[src/rtl/console_pkg.sv]
package console_pkg;
  localparam int REG_W  = 32;
  localparam int BYTE_W = 8;
  localparam int PTR_W  = 64;

  localparam int OFF_TX      = 'h00;
  localparam int OFF_PENDING = 'h04;
  localparam int OFF_CMD     = 'h08;
  localparam int OFF_PTR_LO  = 'h10;
  localparam int OFF_LEN     = 'h14;
  localparam int OFF_PTR_HI  = 'h18;
  localparam int OFF_VERSION = 'h20;

  localparam logic [REG_W-1:0] VERSION_ID = 32'd1;

  localparam logic [REG_W-1:0] CMD_IRQ_OFF = 32'd0;
  localparam logic [REG_W-1:0] CMD_IRQ_ON  = 32'd1;
  localparam logic [REG_W-1:0] CMD_MEM_OUT = 32'd2;
  localparam logic [REG_W-1:0] CMD_RX_MEM  = 32'd3;

  typedef struct packed {
    logic             ldPtrLo;
    logic             ldPtrHi;
    logic             ldLen;
    logic             irqOn;
    logic             irqOff;
    logic [REG_W-1:0] wdata;
  } ctrlStrobes_t;
endpackage

[src/rtl/console_rxfifo.sv]
module console_rxfifo #(
  parameter int DEPTH  = 8,
  parameter int DATA_W = 8,
  parameter int CNT_W  = $clog2(DEPTH + 1)
) (
  input  logic              clk,
  input  logic              rstN,
  input  logic              pushValid,
  input  logic [DATA_W-1:0] pushData,
  output logic              pushReady,
  input  logic              pop,
  output logic [DATA_W-1:0] headData,
  output logic [CNT_W-1:0]  count
);
  localparam int IDX_W = (DEPTH > 1) ? $clog2(DEPTH) : 1;
  localparam logic [IDX_W-1:0] LAST_IDX = IDX_W'(DEPTH - 1);

  logic [DATA_W-1:0] store [DEPTH];
  logic [IDX_W-1:0]  wrIdx, rdIdx;
  logic              pushOk, popOk;

  assign pushReady = (count != CNT_W'(DEPTH));
  assign pushOk    = pushValid & pushReady;
  assign popOk     = pop & (count != '0);
  assign headData  = store[rdIdx];

  always_ff @(posedge clk) begin
    if (pushOk) store[wrIdx] <= pushData;
  end

  always_ff @(posedge clk or negedge rstN) begin
    if (!rstN) begin
      wrIdx <= '0;
      rdIdx <= '0;
      count <= '0;
    end else begin
      if (pushOk) wrIdx <= (wrIdx == LAST_IDX) ? '0 : wrIdx + 1'b1;
      if (popOk)  rdIdx <= (rdIdx == LAST_IDX) ? '0 : rdIdx + 1'b1;
      case ({pushOk, popOk})
        2'b10:   count <= count + 1'b1;
        2'b01:   count <= count - 1'b1;
        default: count <= count;
      endcase
    end
  end
endmodule

[src/rtl/console_ctrl.sv]
module console_ctrl
  import console_pkg::*;
#(
  parameter int ADDR_W = 6,
  parameter int CNT_W  = 4
) (
  input  logic              busSel,
  input  logic              busWrite,
  input  logic [ADDR_W-1:0] busAddr,
  input  logic [REG_W-1:0]  busWdata,
  output logic [REG_W-1:0]  busRdata,
  output logic              busReady,
  input  logic [CNT_W-1:0]  pendCount,
  output logic [BYTE_W-1:0] txData,
  output logic              txValid,
  input  logic              txReady,
  output logic              xferStart,
  output logic              xferDir,
  input  logic              xferBusy,
  output ctrlStrobes_t      strobes
);
  logic wrAcc, rdAcc, isCmd, cmdXfer, stall;

  always_comb begin
    wrAcc   = busSel & busWrite;
    rdAcc   = busSel & ~busWrite;
    isCmd   = wrAcc & (busAddr == ADDR_W'(OFF_CMD));
    cmdXfer = isCmd & ((busWdata == CMD_MEM_OUT) | (busWdata == CMD_RX_MEM));

    txValid = wrAcc & (busAddr == ADDR_W'(OFF_TX));
    txData  = busWdata[BYTE_W-1:0];

    stall    = (txValid & ~txReady) | (cmdXfer & xferBusy);
    busReady = busSel & ~stall;

    xferStart = cmdXfer & ~xferBusy;
    xferDir   = (busWdata == CMD_RX_MEM);

    strobes.ldPtrLo = wrAcc & (busAddr == ADDR_W'(OFF_PTR_LO));
    strobes.ldPtrHi = wrAcc & (busAddr == ADDR_W'(OFF_PTR_HI));
    strobes.ldLen   = wrAcc & (busAddr == ADDR_W'(OFF_LEN));
    strobes.irqOn   = isCmd & (busWdata == CMD_IRQ_ON);
    strobes.irqOff  = isCmd & (busWdata == CMD_IRQ_OFF);
    strobes.wdata   = busWdata;

    busRdata = '0;
    if (rdAcc && busAddr == ADDR_W'(OFF_PENDING)) busRdata = REG_W'(pendCount);
    else if (rdAcc && busAddr == ADDR_W'(OFF_VERSION)) busRdata = VERSION_ID;
  end
endmodule

[src/rtl/console_dp.sv]
module console_dp
  import console_pkg::*;
#(
  parameter int DEPTH = 8,
  parameter int CNT_W = 4
) (
  input  logic              clk,
  input  logic              rstN,
  input  ctrlStrobes_t      strobes,
  input  logic [BYTE_W-1:0] rxData,
  input  logic              rxValid,
  output logic              rxReady,
  input  logic              engPop,
  output logic [BYTE_W-1:0] engPopData,
  output logic [CNT_W-1:0]  pendCount,
  output logic [PTR_W-1:0]  xferPtr,
  output logic [REG_W-1:0]  xferLen,
  output logic              irq
);
  logic irqEnabled;

  console_rxfifo #(.DEPTH(DEPTH), .DATA_W(BYTE_W), .CNT_W(CNT_W)) u_rxfifo (
    .clk      (clk),
    .rstN     (rstN),
    .pushValid(rxValid),
    .pushData (rxData),
    .pushReady(rxReady),
    .pop      (engPop),
    .headData (engPopData),
    .count    (pendCount)
  );

  always_ff @(posedge clk or negedge rstN) begin
    if (!rstN) begin
      xferPtr    <= '0;
      xferLen    <= '0;
      irqEnabled <= 1'b0;
    end else begin
      if (strobes.ldPtrLo)      xferPtr <= {{(PTR_W-REG_W){1'b0}}, strobes.wdata};
      else if (strobes.ldPtrHi) xferPtr[PTR_W-1:REG_W] <= strobes.wdata;
      if (strobes.ldLen)        xferLen <= strobes.wdata;
      if (strobes.irqOn)        irqEnabled <= 1'b1;
      else if (strobes.irqOff)  irqEnabled <= 1'b0;
    end
  end

  assign irq = irqEnabled & (pendCount != '0);
endmodule

[src/rtl/console_regif.sv]
module console_regif
  import console_pkg::*;
#(
  parameter int ADDR_W = 6,
  parameter int DEPTH  = 8
) (
  input  logic              clk,
  input  logic              rstN,
  input  logic              busSel,
  input  logic              busWrite,
  input  logic [ADDR_W-1:0] busAddr,
  input  logic [31:0]       busWdata,
  output logic [31:0]       busRdata,
  output logic              busReady,
  output logic [7:0]        txData,
  output logic              txValid,
  input  logic              txReady,
  input  logic [7:0]        rxData,
  input  logic              rxValid,
  output logic              rxReady,
  input  logic              engPop,
  output logic [7:0]        engPopData,
  output logic              xferStart,
  output logic              xferDir,
  output logic [63:0]       xferPtr,
  output logic [31:0]       xferLen,
  input  logic              xferBusy,
  output logic              irq
);
  localparam int CNT_W = $clog2(DEPTH + 1);

  ctrlStrobes_t     strobes;
  logic [CNT_W-1:0] pendCount;

  console_ctrl #(.ADDR_W(ADDR_W), .CNT_W(CNT_W)) u_ctrl (
    .busSel   (busSel),
    .busWrite (busWrite),
    .busAddr  (busAddr),
    .busWdata (busWdata),
    .busRdata (busRdata),
    .busReady (busReady),
    .pendCount(pendCount),
    .txData   (txData),
    .txValid  (txValid),
    .txReady  (txReady),
    .xferStart(xferStart),
    .xferDir  (xferDir),
    .xferBusy (xferBusy),
    .strobes  (strobes)
  );

  console_dp #(.DEPTH(DEPTH), .CNT_W(CNT_W)) u_dp (
    .clk       (clk),
    .rstN      (rstN),
    .strobes   (strobes),
    .rxData    (rxData),
    .rxValid   (rxValid),
    .rxReady   (rxReady),
    .engPop    (engPop),
    .engPopData(engPopData),
    .pendCount (pendCount),
    .xferPtr   (xferPtr),
    .xferLen   (xferLen),
    .irq       (irq)
  );
endmodule

[config.mk]
export PLATFORM = sky130hd
export DESIGN_NAME = console_regif
export DESIGN_NICKNAME = d
export VERILOG_FILES = /design/src/rtl/console_pkg.sv /design/src/rtl/console_rxfifo.sv /design/src/rtl/console_ctrl.sv /design/src/rtl/console_dp.sv /design/src/rtl/console_regif.sv
export SDC_FILE = /design/constraint.sdc
export NUM_CORES = 1
export LEC_CHECK = 0
export ABC_AREA = 1
export BUFFER_PORTS_ARGS = -buffer_cell sky130_fd_sc_hd__buf_2
export CORE_ASPECT_RATIO = 1.25
export CORE_UTILIZATION = 40
export CTS_CLUSTER_SIZE = 16
export DETAILED_ROUTE_END_ITERATION = 7
export GPL_ROUTABILITY_DRIVEN = 0
export GPL_TIMING_DRIVEN = 0
export SLEW_MARGIN = 10
export SYNTH_ARGS = -nofsm -noshare
export SYNTH_HDL_FRONTEND = slang
export SYNTH_SLANG_ARGS = --single-unit
export TNS_END_PERCENT = 1
[constraint.sdc]
create_clock -name clk -period 2.29 [get_ports clk]
set_input_delay 0.3435 -clock clk [delete_from_list [all_inputs] [get_ports clk]]
set_output_delay 0.3435 -clock clk [all_outputs]
set_load 0.02 [all_outputs]
Yosys cells after proc, flatten, opt, wreduce, memory -nomap -nowiden:

Memories as Yosys holds them, arrays and structs flattened.
Cells that the tools add are included.

* register bits after elaboration: 107
* RAM bits: 64
* input bits: 54
* output and inout port bits: 150
* logic and storage cells: 68
* memories: 1

* add/sub/neg operators: 4
* equal/unequal tests: 14
* muxes and demuxes: 11
* bitwise gates (word level): 23
* reductions and logical operators: 8

Memories
* u_dp.u_rxfifo.store: depth 8, width 8, rd ports 1, clocked after memory_dff 0, write ports 1, RTL line console_rxfifo.sv:18 `logic [DATA_W-1:0] store [DEPTH];`

Operator list (count)
* $mux 32: 3
* $eq 32x2->1 const B: 2
* $eq 32x1->1 const B: 1
* $logic_not 32->1: 1
* $eq 6x5->1 const B: 3
* $and 1x1->1: 17
* $pmux 4 s2: 1
* $add 3x1->3 const B: 2
* $eq 3x3->1 const B: 2
* $eq 6x3->1 const B: 1
* $eq 6x4->1 const B: 1
* $eq 6x6->1 const B: 1
* $logic_not 6->1: 1
* $mux 3: 2
* $reduce_bool 2->1: 3
* $mux 1: 5
* $add 4x1->4 const B: 1
* $ne 4x4->1 const B: 1
* $not 1->1: 4
* $reduce_bool 4->1: 1
* $sub 4x1->4 const B: 1
* $eq 2x1->1 const B: 1
* $eq 2x2->1 const B: 1
* $logic_and 1x1->1: 2
* $or 1x1->1: 2

Depth between registers and ports, before layout:

Gate-level depths: netlist of run 1.

* depth after elaboration: 7
* depth in mapped cells: 10

Hierarchy:

A second synthesis of run 1 with hierarchy kept.

* cell total of the unflattened synthesis: 871
* area total of the unflattened synthesis: 7963.9 um^2

By module, submodules not included
* console_dp: times used 1, cells each 362, area an instance 3688.5 um^2, seq. area each 2427.3 um^2
* console_rxfifo: times used 1, cells each 361, area an instance 3418.3 um^2, seq. area each 2172.1 um^2
* console_ctrl: times used 1, cells each 148, area an instance 857.1 um^2, seq. area each 0.0 um^2

Least setup slack after synthesis of run 1:

Ideal clock, no wire load.

* kind: reg2reg
* start point: register u_dp.u_rxfifo.count[1]
* end point: register u_dp.u_rxfifo.count[2]
* library setup time: 0.083 ns
* data arrival time: 1.886 ns
* data required time: 2.207 ns
* setup slack: 0.321 ns
* cell stages (with the launch flop): 10
* path buffers: 0
* clock period less this slack: 1.969 ns
* cells stage by stage: dfrtp_1 > nor3_2 > nand2_1 > nand2_1 > ha_1 > xor2_1 > ha_1 > a21oi_1 > xor2_1 > o21ai_0

* cells in the longest elaborated chain, start to end: 4

Ends and longest elaborated chain
* start, declared: RTL line console_rxfifo.sv:13 `output logic [CNT_W-1:0] count`
* start signal, assigned: RTL line console_rxfifo.sv:40 `2'b10: count <= count + 1'b1;`
* start signal, assigned: RTL line console_rxfifo.sv:41 `2'b01: count <= count - 1'b1;`
* start signal, assigned: RTL line console_rxfifo.sv:42 `default: count <= count;`
* $ne 4x4->1 *: RTL line console_rxfifo.sv:22 `assign pushReady = (count != CNT_W'(DEPTH));`
* net rxReady: RTL line console_regif.sv:20 `output logic rxReady,`
* $and 1x1->1 *: RTL line console_rxfifo.sv:23 `assign pushOk = pushValid & pushReady;`
* $eq 2x1->1 / $eq 2x2->1 (equally long branches): RTL line console_rxfifo.sv:39 `case ({pushOk, popOk})`
* $pmux 4 s2 / $reduce_bool 2->1 (equally long branches)

Mark *: on every way through the listed nets, which the timed path passes. The rest lies on a longest branch.
A chain may end at the register's enable or synchronous reset.

Final worst setup path of run 1:

* start point: register u_dp.u_rxfifo.rdIdx[0]
* end point: output port engPopData[7]

* cells in the longest elaborated chain, start to end: 1

Ends and longest elaborated chain
* start, declared: RTL line console_rxfifo.sv:19 `logic [IDX_W-1:0] wrIdx, rdIdx;`
* start signal, assigned: RTL line console_rxfifo.sv:38 `if (popOk) rdIdx <= (rdIdx == LAST_IDX) ? '0 : rdIdx + 1'b1;`
* $mem_v2 8x8
* end, declared: RTL line console_regif.sv:22 `output logic [7:0] engPopData,`

No other way between the ends.

==> results of run 1 <==
==> cell type report <==
type                       instances  area [um2]  area share [%]
clock buffer                      18         450            4.82
clock inverter                    14         175            1.88
inverter                          50         190            2.04
timing repair buffer             177         920            9.85
buffer                            66         450            4.82
tap                              228         285            3.05
sequential                       171        4600            49.3
multi-input combinational        442        2270            24.3
==> worst min-delay path by stage <==
stage	startpoint	endpoint	slack, ns	depth (start not counted)
after floorplan	rstN	u_dp.irqEnabled	0.05	0
final	busWdata[0]	u_dp.irqEnabled	0.19	3
after CTS	busWdata[0]	u_dp.irqEnabled	0.17	3
after global routing	busWdata[0]	u_dp.irqEnabled	0.18	3
after detailed placement	rstN	u_dp.xferLen[16]	0.24	1
after global placement	u_dp.xferPtr[33]	u_dp.xferPtr[33]	0.46	2
==> registers in the layout, indices dropped and copies added (netlist names) <==
register and flops:
u_dp.irqEnabled 1, u_dp.u_rxfifo.count 4, u_dp.u_rxfifo.rdIdx 3, u_dp.u_rxfifo.store 64, u_dp.u_rxfifo.wrIdx 3, u_dp.xferLen 32, u_dp.xferPtr 64
==> per-stage QoR <==
step	instances	utilization (%)	TNS (ns)	hold slack [ns]	total power, mW
floorplan	729	-	0	0.0479	5.42
global placement	1132	47.7	-48.37	0.461	6.26
detailed placement	1133	47.9	0	0.238	6.30
CTS	1166	51.5	-0.0106	0.170	9.33
global route	1166	51.6	0	0.178	9.81
finish	1166	51.6	0	0.189	9.31
==> power groups by stage <==
stage / Sequential, mW / Combinational (mW) / Clock [mW]
final: 3.81 / 2.50 / 3.00
after global routing: 3.86 / 2.77 / 3.17
after CTS: 3.80 / 2.49 / 3.05
after detailed placement: 3.85 / 2.45 / 0
after global placement: 3.85 / 2.41 / 0
after floorplan: 3.98 / 1.44 / 0
==> cells in the final DEF (no fill, tap or decap), types with 2 or more instances in the layout <==
cell type	synthesis	layout
nand3_1	6	6
nand2_2	2	2
o21ai_0	73	73
a21oi_1	2	2
buf_2	10	184
nor2_1	71	70
clkbuf_1	14	7
nand2_1	154	154
ha_1	7	7
inv_1	49	47
buf_6	3	4
clkbuf_16	0	18
nor3_1	2	2
clkbuf_4	0	5
conb_1	1	28
xor2_1	3	3
nor3_4	1	2
clkinv_4	0	4
nor2_2	2	3
o31ai_2	28	28
buf_4	38	39
o21ai_1	34	34
clkinv_8	0	3
inv_8	0	4
dfrtp_2	0	2
o31ai_1	4	4
edfxtp_1	64	64
o22ai_1	16	16
clkbuf_2	0	2
dfrtp_1	107	105
==> cells by family (layout without fill, tap and decap cells) <==
| group | count (synthesis) | after routing |
|---|---|---|
| other | 1 | 28 |
| AND/OR/NAND/NOR | 243 | 243 |
| adder cells (fa/ha/maj) | 7 | 7 |
| AO/OA/AOI/OAI | 160 | 160 |
| XOR/XNOR | 4 | 4 |
| buffers and inverters | 116 | 325 |
| flip-flops | 171 | 171 |
==> metal layers <==
| layer | track usage [%] | share of wire, % |
|---|---|---|
| met5 | 0 | 0 |
| met4 | 8.09 | 2.1 |
| met3 | 6.53 | 7.1 |
| met2 | 36.2 | 51 |
| met1 | 25.4 | 40 |
==> what timing repair did <==
item / in CTS / in global routing
cloned: 0 / 0
resized for setup: 12 / 13
hold endpoints to repair: 28 / 0
setup endpoints to repair: 8 / 10
hold buffers: 1 / 0
pin swaps: 0 / 0
==> worst max-delay path: cells and delay by family (launching register included) <==
family / cells / cell delay [ns]
AO/OA/AOI/OAI: 1 / 0.24
flip-flops: 1 / 0.46
AND/OR/NAND/NOR: 3 / 0.25
buffers and inverters: 3 / 0.50
==> impl_metrics.yaml, run 1 <==
drt:
  drt_iter0_drc: 396
  vias: 5576
  dr.pass1.iters: 5
  drtAntennaViolNets: 0
  drc: 0
  wl_um: 19100
  vias_per_cell: 4.78
  wire_per_inst_um: 16.4
power:
  comb_power_share_pct: 26.9
  p_clk_share_pct: 32.2
  p_int_mw: 6.04
  switchingPower_mw: 3.27
  p_seq_share_pct: 41.0
  switching_share_pct: 35.1
  p_leak_nw: 4.58
  peakVddDrop_mv: 0.496
  power_density_mw_per_mm2: 997
setup_path:
  crit_top_cell: "nand2_1"
  cpPeakStageDelay_ns: 0.46
  path_class: "register to output port"
  crit_slowest_cell: "dfrtp_2"
  crit_required_ns: 1.95
  startpoint: "u_dp.u_rxfifo.rdIdx[0]"
  worst-r2r-cell-count: 6
  endpoint: "engPopData[7]"
  timing.rr.end: "u_dp.u_rxfifo.store[7][7]"
  crit_fanout: 10
  worstPathCellList: "inv_2 -> clkbuf_4 -> nor2_1 -> o22ai_1 -> nand2_1 -> nand2_1 -> buf_2"
  r2r_slack_ns: 0.19
  r2r-start: "u_dp.u_rxfifo.count[2]"
  cp-end-kind: "output port"
  start_kind: "register"
  arrival_ns: 1.87
floorplan:
  core_area_mm2: 0.0181
  die-area_mm2: 0.0190
  start_util_pct: 40.7
  die_y_um: 154
  rows: 55
  die_x_um: 123
  pin_count: 204
cells_and_area:
  drive_gt1_share_pct: 33.0
  area_growth_pct: 26.8
  fillCellCount: 1671
  final_nets: 986
  fin_area_mm2: 0.00934
  diodes: 0
cts:
  cts.sinks: 171
  h-tree-depth: 4
  numCtsBuffers: 17
  clockBufferDepth: 2
  root_buffer: "clkbuf_16"
  post_cts_buffers: 0
  clkTransAtPathRegs_ns: 0.07
  cts_tree: "done"
  clock_latency_ns: 0.42
synth:
  synthAdderAreaFrac_pct: 1.19
  synth_simple_gate_area_share_pct: 13.3
  synth_top_family_by_area: "compound AO/OA/AOI/OAI gates"
  synth-async-reset-ratio_pct: 62.6
  ys_seq_area_share_pct: 62.4
  synth_area_mm2: 0.00737
  yosysUniqueCellTypes: 34
  syn_inst: 702
  synth_compound_area_share_pct: 14.2
  avgSynthCellArea_um2: 10.5
  synth_edf_count: 64
  yosys-top-cells-area: "dfrtp_1 (36%), edfxtp_1 (26%), nand2_1 (7.8%)"
  synthMuxAreaShare_pct: 0
  yosysTopAreaCellShare_pct: 36.4
  synth.ff_latch_count: 171
  synth_xor_area_share_pct: 0.476
  ys_warn_count: 0
  synth_common_cells: "nand2_1 (154), dfrtp_1 (107), o21ai_0 (73), nor2_1 (71), edfxtp_1 (64)"
  synth_most_common_cell: "nand2_1"
  synth_ff_type: "dfrtp_1"
  yosys.area.top_type: "dfrtp_1"
grt:
  grt_max_degree: 80
  grt_pass1_wl_um: 30300
  first_global_vias: 5543
  grt.total_usage_pct: 21.5
  grt.overflow.total: 0
  antenna_found_initial: 0
timing:
  tightest_slew_ns: 0.838
  setup_violations: 0
  setup_slack_ns: 0.0747
  min_period_ns: 2.22
  final_max_slew_viol_count: 0
  worst_clock_skew_ns: 0.00660
  fmax_ghz: 0.451
  finalHoldViolCount: 0
  slew_headroom_pct: 43.9
  rsz0062_at_grt: "false"
  period_share_pct: 96.7
min_path:
  hp-class: "input pin to register"
placement:
  dp_slack_ns: 0.0894
  io_buffers: 175
  dpl_cell_area_mm2: 0.00866
  post-dp-hpwl_um: 13800
run:
  max_cap_viol_count: 0
run_status:
  status: "complete, no violations"
Note: power is estimated with default switching activity, not from simulation.
==> inputs of run 2 (changes only) <==
--- a/config.mk
+++ b/config.mk
@@ -9,10 +9,12 @@
 export BUFFER_PORTS_ARGS = -buffer_cell sky130_fd_sc_hd__buf_2
 export CORE_ASPECT_RATIO = 1.25
 export CORE_UTILIZATION = 40
+export CTS_BUF_LIST = sky130_fd_sc_hd__clkbuf_16
 export CTS_CLUSTER_SIZE = 16
 export DETAILED_ROUTE_END_ITERATION = 7
 export GPL_ROUTABILITY_DRIVEN = 0
 export GPL_TIMING_DRIVEN = 0
+export PLACE_DENSITY = 0.66
 export SLEW_MARGIN = 10
 export SYNTH_ARGS = -nofsm -noshare
 export SYNTH_HDL_FRONTEND = slang
==> constraint.sdc (replaced) <==
create_clock -name clk -period 1.92 [get_ports clk]
set_input_delay 0.288 -clock clk [delete_from_list [all_inputs] [get_ports clk]]
set_output_delay 0.288 -clock clk [all_outputs]
set_load 0.02 [all_outputs]
==> run 2 against run 1 <==
The flow now finishes with violations (negative setup slack). Combinational power is 36% higher. Global-route usage is 0.27 points lower. Utilization is 0.95 points higher. Power is 22% higher. Die area stayed put. Sequential power is 20% higher. Clock-buffer cell count is 1 lower. Via count is 2.0% higher. Final area is 1.8% higher. Critical path depth stayed put. Cell count is 0.60% higher. Highest routed layer unchanged.
==> impl_metrics.yaml, run 2 (synthesis results as in run 1) <==
run_status:
  status: "finished, violations left"
  violations: "negative setup slack"
timing:
  hold_ws_ns: 0.108
  slew_headroom_pct: 47.7
  finalSetupTns_ns: -0.533
  setup_slack_ns: -0.0782
  rsz0062_at_grt: "true"
  worst_clock_skew_ns: 0.00762
  finalHoldViolCount: 0
  final_max_slew_viol_count: 0
  min_period_ns: 2.00
  tightest_slew_ns: 0.784
  period_share_pct: 104
  fmax_ghz: 0.500
  setup_violations: 9
run:
  max_cap_viol_count: 0
min_path:
  hp-class: "input pin to register"
cells_and_area:
  final_nets: 993
  utilization_pct: 52.6
  area_growth_pct: 29.1
  fillCellCount: 1627
  diodes: 0
  reg_top3: "u_dp.u_rxfifo.store: 64 flops, u_dp.xferPtr: 64 flops, u_dp.xferLen: 32 flops"
  final_cell_mix: "buf_2 (181), nand2_1 (152), dfrtp_1 (102)"
  final_common_cell: "buf_2"
  drive_gt1_share_pct: 35.8
power:
  peakVddDrop_mv: 0.594
  power_density_mw_per_mm2: 1200
  p_leak_nw: 4.64
grt:
  antenna_found_initial: 0
  grt.overflow.total: 0
  first_global_vias: 5771
  grt_max_degree: 60
  grt_pass1_wl_um: 30000
  grt.total_usage_pct: 21.2
drt:
  wl_um: 19100
  wire_per_inst_um: 16.2
  vias_per_cell: 4.85
  drt_iter0_drc: 356
  drtAntennaViolNets: 0
  vias: 5685
  dr.pass1.iters: 4
  drc: 0
floorplan:
  die_y_um: 154
  core_area_mm2: 0.0181
  start_util_pct: 40.7
  rows: 55
  die_x_um: 123
  die-area_mm2: 0.0190
  pin_count: 204
cts:
  h-tree-depth: 4
  clock_latency_ns: 0.44
  numCtsBuffers: 17
  clockBufferDepth: 2
  root_buffer: "clkbuf_16"
  clkTransAtPathRegs_ns: 0.07
  cts_tree: "done"
  cts.sinks: 171
setup_path:
  path_class: "register to output port"
  crit_slowest_cell: "dfrtp_2"
  cpPeakStageDelay_ns: 0.46
  crit_required_ns: 1.63
  crit_fanout: 10
  arrival_ns: 1.71
  worstPathCellList: "clkinv_4 -> buf_8 -> o21ai_1 -> o22ai_1 -> nand2_1 -> nand2_1 -> buf_2"
  start_kind: "register"
  cp-end-kind: "output port"
  crit_top_cell: "nand2_1"
placement:
  io_buffers: 175
  post-dp-hpwl_um: 14100
run 2: cell count changes in the layout (fill, tap and decap cells not counted), sizes merged:
| cell | previous run | this run |
|---|---|---|
| buf | 228 | 239 |
| bufinv | 1 | 2 |
| clkbuf | 32 | 27 |
run 2: stage by stage:
| stage | setup WS (ns) | total power, mW | std cells | instance area, um2 |
|---|---|---|---|---|
| after floorplan | 0.000279 | 6.47 | 729 | 7470 |
| after global placement | -0.773 | 7.42 | 1132 | 8630 |
| after detailed placement | -0.300 | 7.48 | 1133 | 8660 |
| after CTS | -0.149 | 11.2 | 1166 | 9390 |
| after global routing | -0.175 | 12.0 | 1173 | 9510 |
| final | -0.0782 | 11.4 | 1173 | 9510 |
run 2: timing repair:
| action | in CTS | in global routing |
|---|---|---|
| gates resized for setup | 44 | 33 |
| pin swaps | 4 | 4 |
| cloned | 0 | 1 |
| setup endpoints to repair | 75 | 71 |
| hold buffers | 1 | 0 |
| setup buffers | 0 | 6 |
| endpoints found under the hold margin | 48 | 0 |
run 2: area by class of cell:
cell class                 instances  area, um2  share of cell area, %
clock buffer                      17        425                   4.47
clock inverter                    15        161                   1.70
multi-input combinational        442       2340                   24.6
inverter                          50        196                   2.07
timing repair buffer             184        993                   10.4
buffer                            66        507                   5.33
sequential                       171       4610                   48.4
tap                              228        285                   3.00
run 2: final timing paths:
kind                                   startpoint                      to  slack, ns  cells past startpoint
max                        u_dp.u_rxfifo.rdIdx[0]           engPopData[2]      -0.08                      7
max in group asynchronous                    rstN  u_dp.u_rxfifo.rdIdx[1]       0.90                      3
min                                   busWdata[0]         u_dp.irqEnabled       0.11                      3
min reg2reg                      u_dp.xferLen[14]        u_dp.xferLen[14]       0.48                      2
max reg2reg                u_dp.u_rxfifo.count[1]  u_dp.u_rxfifo.count[2]      -0.02                      9
min in group asynchronous                    rstN         u_dp.xferPtr[1]       0.35                      2
run 2: critical path: cells and delay by family, from the launching register on:
| family | cells | cell delay [ns] |
|---|---|---|
| buffers and inverters | 3 | 0.43 |
| and+or+nand+nor | 2 | 0.14 |
| AOI/OAI and AO/OA | 2 | 0.23 |
| DFF | 1 | 0.46 |
run 2: metal layers:
layer  part of all wire, %  GRT usage [%]  up-vias
li1                      -              -     2750
met2                    53           37.7      198
met1                    39           23.4     2713
met3                   6.3           6.68       24
met4                   1.8           7.46        0
met5                     0              0        -
run 2: where the power goes:
group	leakage, nW	switching, mW	internal (mW)
registers	2.02	0.288	4.28
logic	2.34	2.09	1.30
clock network	0.287	1.49	1.94
total	4.64	3.87	7.52
==> inputs of run 3 (changes only) <==
--- a/config.mk
+++ b/config.mk
@@ -15,7 +15,8 @@
 export GPL_ROUTABILITY_DRIVEN = 0
 export GPL_TIMING_DRIVEN = 0
 export PLACE_DENSITY = 0.66
-export SLEW_MARGIN = 10
+export SETUP_SLACK_MARGIN = 0.5
+export SLEW_MARGIN = 5
 export SYNTH_ARGS = -nofsm -noshare
 export SYNTH_HDL_FRONTEND = slang
 export SYNTH_SLANG_ARGS = --single-unit
==> run 3 against run 2 <==
The run still ends with negative setup slack left. Largest power group unchanged. Non-clock buffer count grew 8. Combinational power increased by 12%. Largest cell class unchanged. Sequential cell count is the same.
==> impl_metrics.yaml, run 3 (synthesis results as in run 1) <==
timing:
  period_share_pct: 104
  setup_slack_ns: -0.0860
  slew_headroom_pct: 48.6
  worst_clock_skew_ns: 0.0148
  final_max_slew_viol_count: 0
  rsz0062_at_grt: "true"
  finalSetupTns_ns: -0.560
  fmax_ghz: 0.499
  finalHoldViolCount: 0
  setup_violations: 11
  min_period_ns: 2.01
  tightest_slew_ns: 0.772
power:
  p_clk_share_pct: 27.6
  switchingPower_mw: 4.03
  p_int_mw: 7.52
  p_seq_share_pct: 39.6
  switching_share_pct: 34.9
  peakVddDrop_mv: 0.607
  comb_power_share_pct: 32.8
  power_density_mw_per_mm2: 1170
  p_leak_nw: 4.72
drt:
  vias_per_cell: 4.89
  wire_per_inst_um: 16.9
  wl_um: 20000
  dr.pass1.iters: 5
  vias: 5787
  drc: 0
  drt_iter0_drc: 364
  drtAntennaViolNets: 0
setup_path:
  path_class: "register to register"
  start_kind: "register"
  crit_required_ns: 2.22
  worstPathCellList: "nor3_4 -> nand2_2 -> nand2_4 -> ha_4 -> xor2_2 -> ha_2 -> a21oi_2 -> xor2_1 -> o21ai_1"
  r2r_slack_ns: -0.09
  critPathTopFamily: "simple AND/OR/NAND/NOR gates"
  crit_buf_inv: 0
  cp-end-kind: "register"
  crit_fanout: 4
  crit_slowest_cell: "dfrtp_2"
  arrival_ns: 2.30
  cpPeakStageDelay_ns: 0.44
placement:
  io_buffers: 175
  post-dp-hpwl_um: 14100
  dp_slack_ns: -0.236
cts:
  h-tree-depth: 4
  clkTransAtPathRegs_ns: 0.06
  root_buffer: "clkbuf_16"
  cts_tree: "done"
  clock_latency_ns: 0.42
  clockBufferDepth: 2
  cts.sinks: 171
  numCtsBuffers: 17
run_status:
  violations: "negative setup slack"
  status: "finished, violations left"
min_path:
  hp-class: "input pin to register"
floorplan:
  start_util_pct: 40.7
  core_area_mm2: 0.0181
  pin_count: 204
  die_x_um: 123
  rows: 55
  die-area_mm2: 0.0190
  die_y_um: 154
cells_and_area:
  final_cell_mix: "buf_2 (167), nand2_1 (143), dfrtp_1 (101)"
  final_nets: 1001
  fillCellCount: 1599
  utilization_pct: 54.5
  drive_gt1_share_pct: 40.2
  reg_top3: "u_dp.u_rxfifo.store: 64 flops, u_dp.xferPtr: 64 flops, u_dp.xferLen: 32 flops"
  final_common_cell: "buf_2"
  area_growth_pct: 33.9
grt:
  antenna_found_initial: 3
  grt.overflow.total: 0
  grt.total_usage_pct: 21.8
  grt_pass1_wl_um: 30700
  first_global_vias: 5787
  grt_max_degree: 61
run:
  max_cap_viol_count: 0
## run 3: changes by cell type in the layout (fill, tap and decap cells not counted), moves of 9 or more
| cell | before | now |
|---|---|---|
| buf_2 | 181 | 167 |
| nor2_1 | 63 | 49 |
| buf_6 | 8 | 17 |
| nand2_1 | 152 | 143 |
| nor2_4 | 0 | 13 |
## run 3: repair_timing
action	CTS	global route
setup endpoints to repair	91	90
pin swaps	22	24
hold buffers	1	0
resized for setup	112	51
gates cloned	2	0
hold endpoints to repair	47	0
setup buffers	8	5
## run 3: area by class of cell
type                            instances  area, um2  share of cell area, %
Clock buffer                           18        450                   4.57
Clock inverter                         14       92.6                  0.939
Tap cell                              228        285                   2.89
Antenna cell                            2       5.00                 0.0508
Inverter                               50        205                   2.08
Buffer                                 66        499                   5.06
Sequential cell                       171       4610                   46.7
Timing Repair Buffer                  192       1150                   11.7
Multi-Input combinational cell        442       2560                   26.0
## run 3: metrics by stage
step / cells / total power [mW] / area, um2 / hold slack [ns]
after CTS: 1176 / 11.4 / 9650 / 0.129
after detailed placement: 1133 / 7.53 / 8700 / 0.267
after global routing: 1182 / 12.1 / 9860 / 0.152
final: 1183 / 11.6 / 9860 / 0.151
after floorplan: 729 / 6.51 / 7500 / -0.00759
after global placement: 1132 / 7.48 / 8660 / 0.462
## run 3: power groups by stage
stage | Sequential, mW | Combinational [mW] | Clock (mW)
floorplan | 4.76 | 1.76 | 0
global placement | 4.60 | 2.88 | 0
detailed placement | 4.61 | 2.92 | 0
CTS | 4.57 | 3.57 | 3.25
global route | 4.62 | 4.11 | 3.40
finish | 4.58 | 3.79 | 3.19
## run 3: final timing paths
check                      cells after the start                    from                   endpoint
max in group asynchronous                      3                    rstN           u_dp.xferPtr[18]
min in group asynchronous                      2                    rstN            u_dp.xferLen[3]
hold reg to reg                                2        u_dp.xferLen[10]           u_dp.xferLen[10]
setup reg to reg                               9  u_dp.u_rxfifo.count[2]     u_dp.u_rxfifo.count[2]
setup / recovery                               9  u_dp.u_rxfifo.count[2]     u_dp.u_rxfifo.count[2]
hold / removal                                 1               rxData[2]  u_dp.u_rxfifo.store[6][2]
## run 3: layer usage
layer | GRT usage [%] | vias up | wire [um]
met3 | 7.20 | 27 | 1460
met5 | 0 | - | 10
met4 | 7.52 | 2 | 345
li1 | - | 2769 | -
met1 | 24.9 | 2786 | 7670
met2 | 37.5 | 203 | 10500
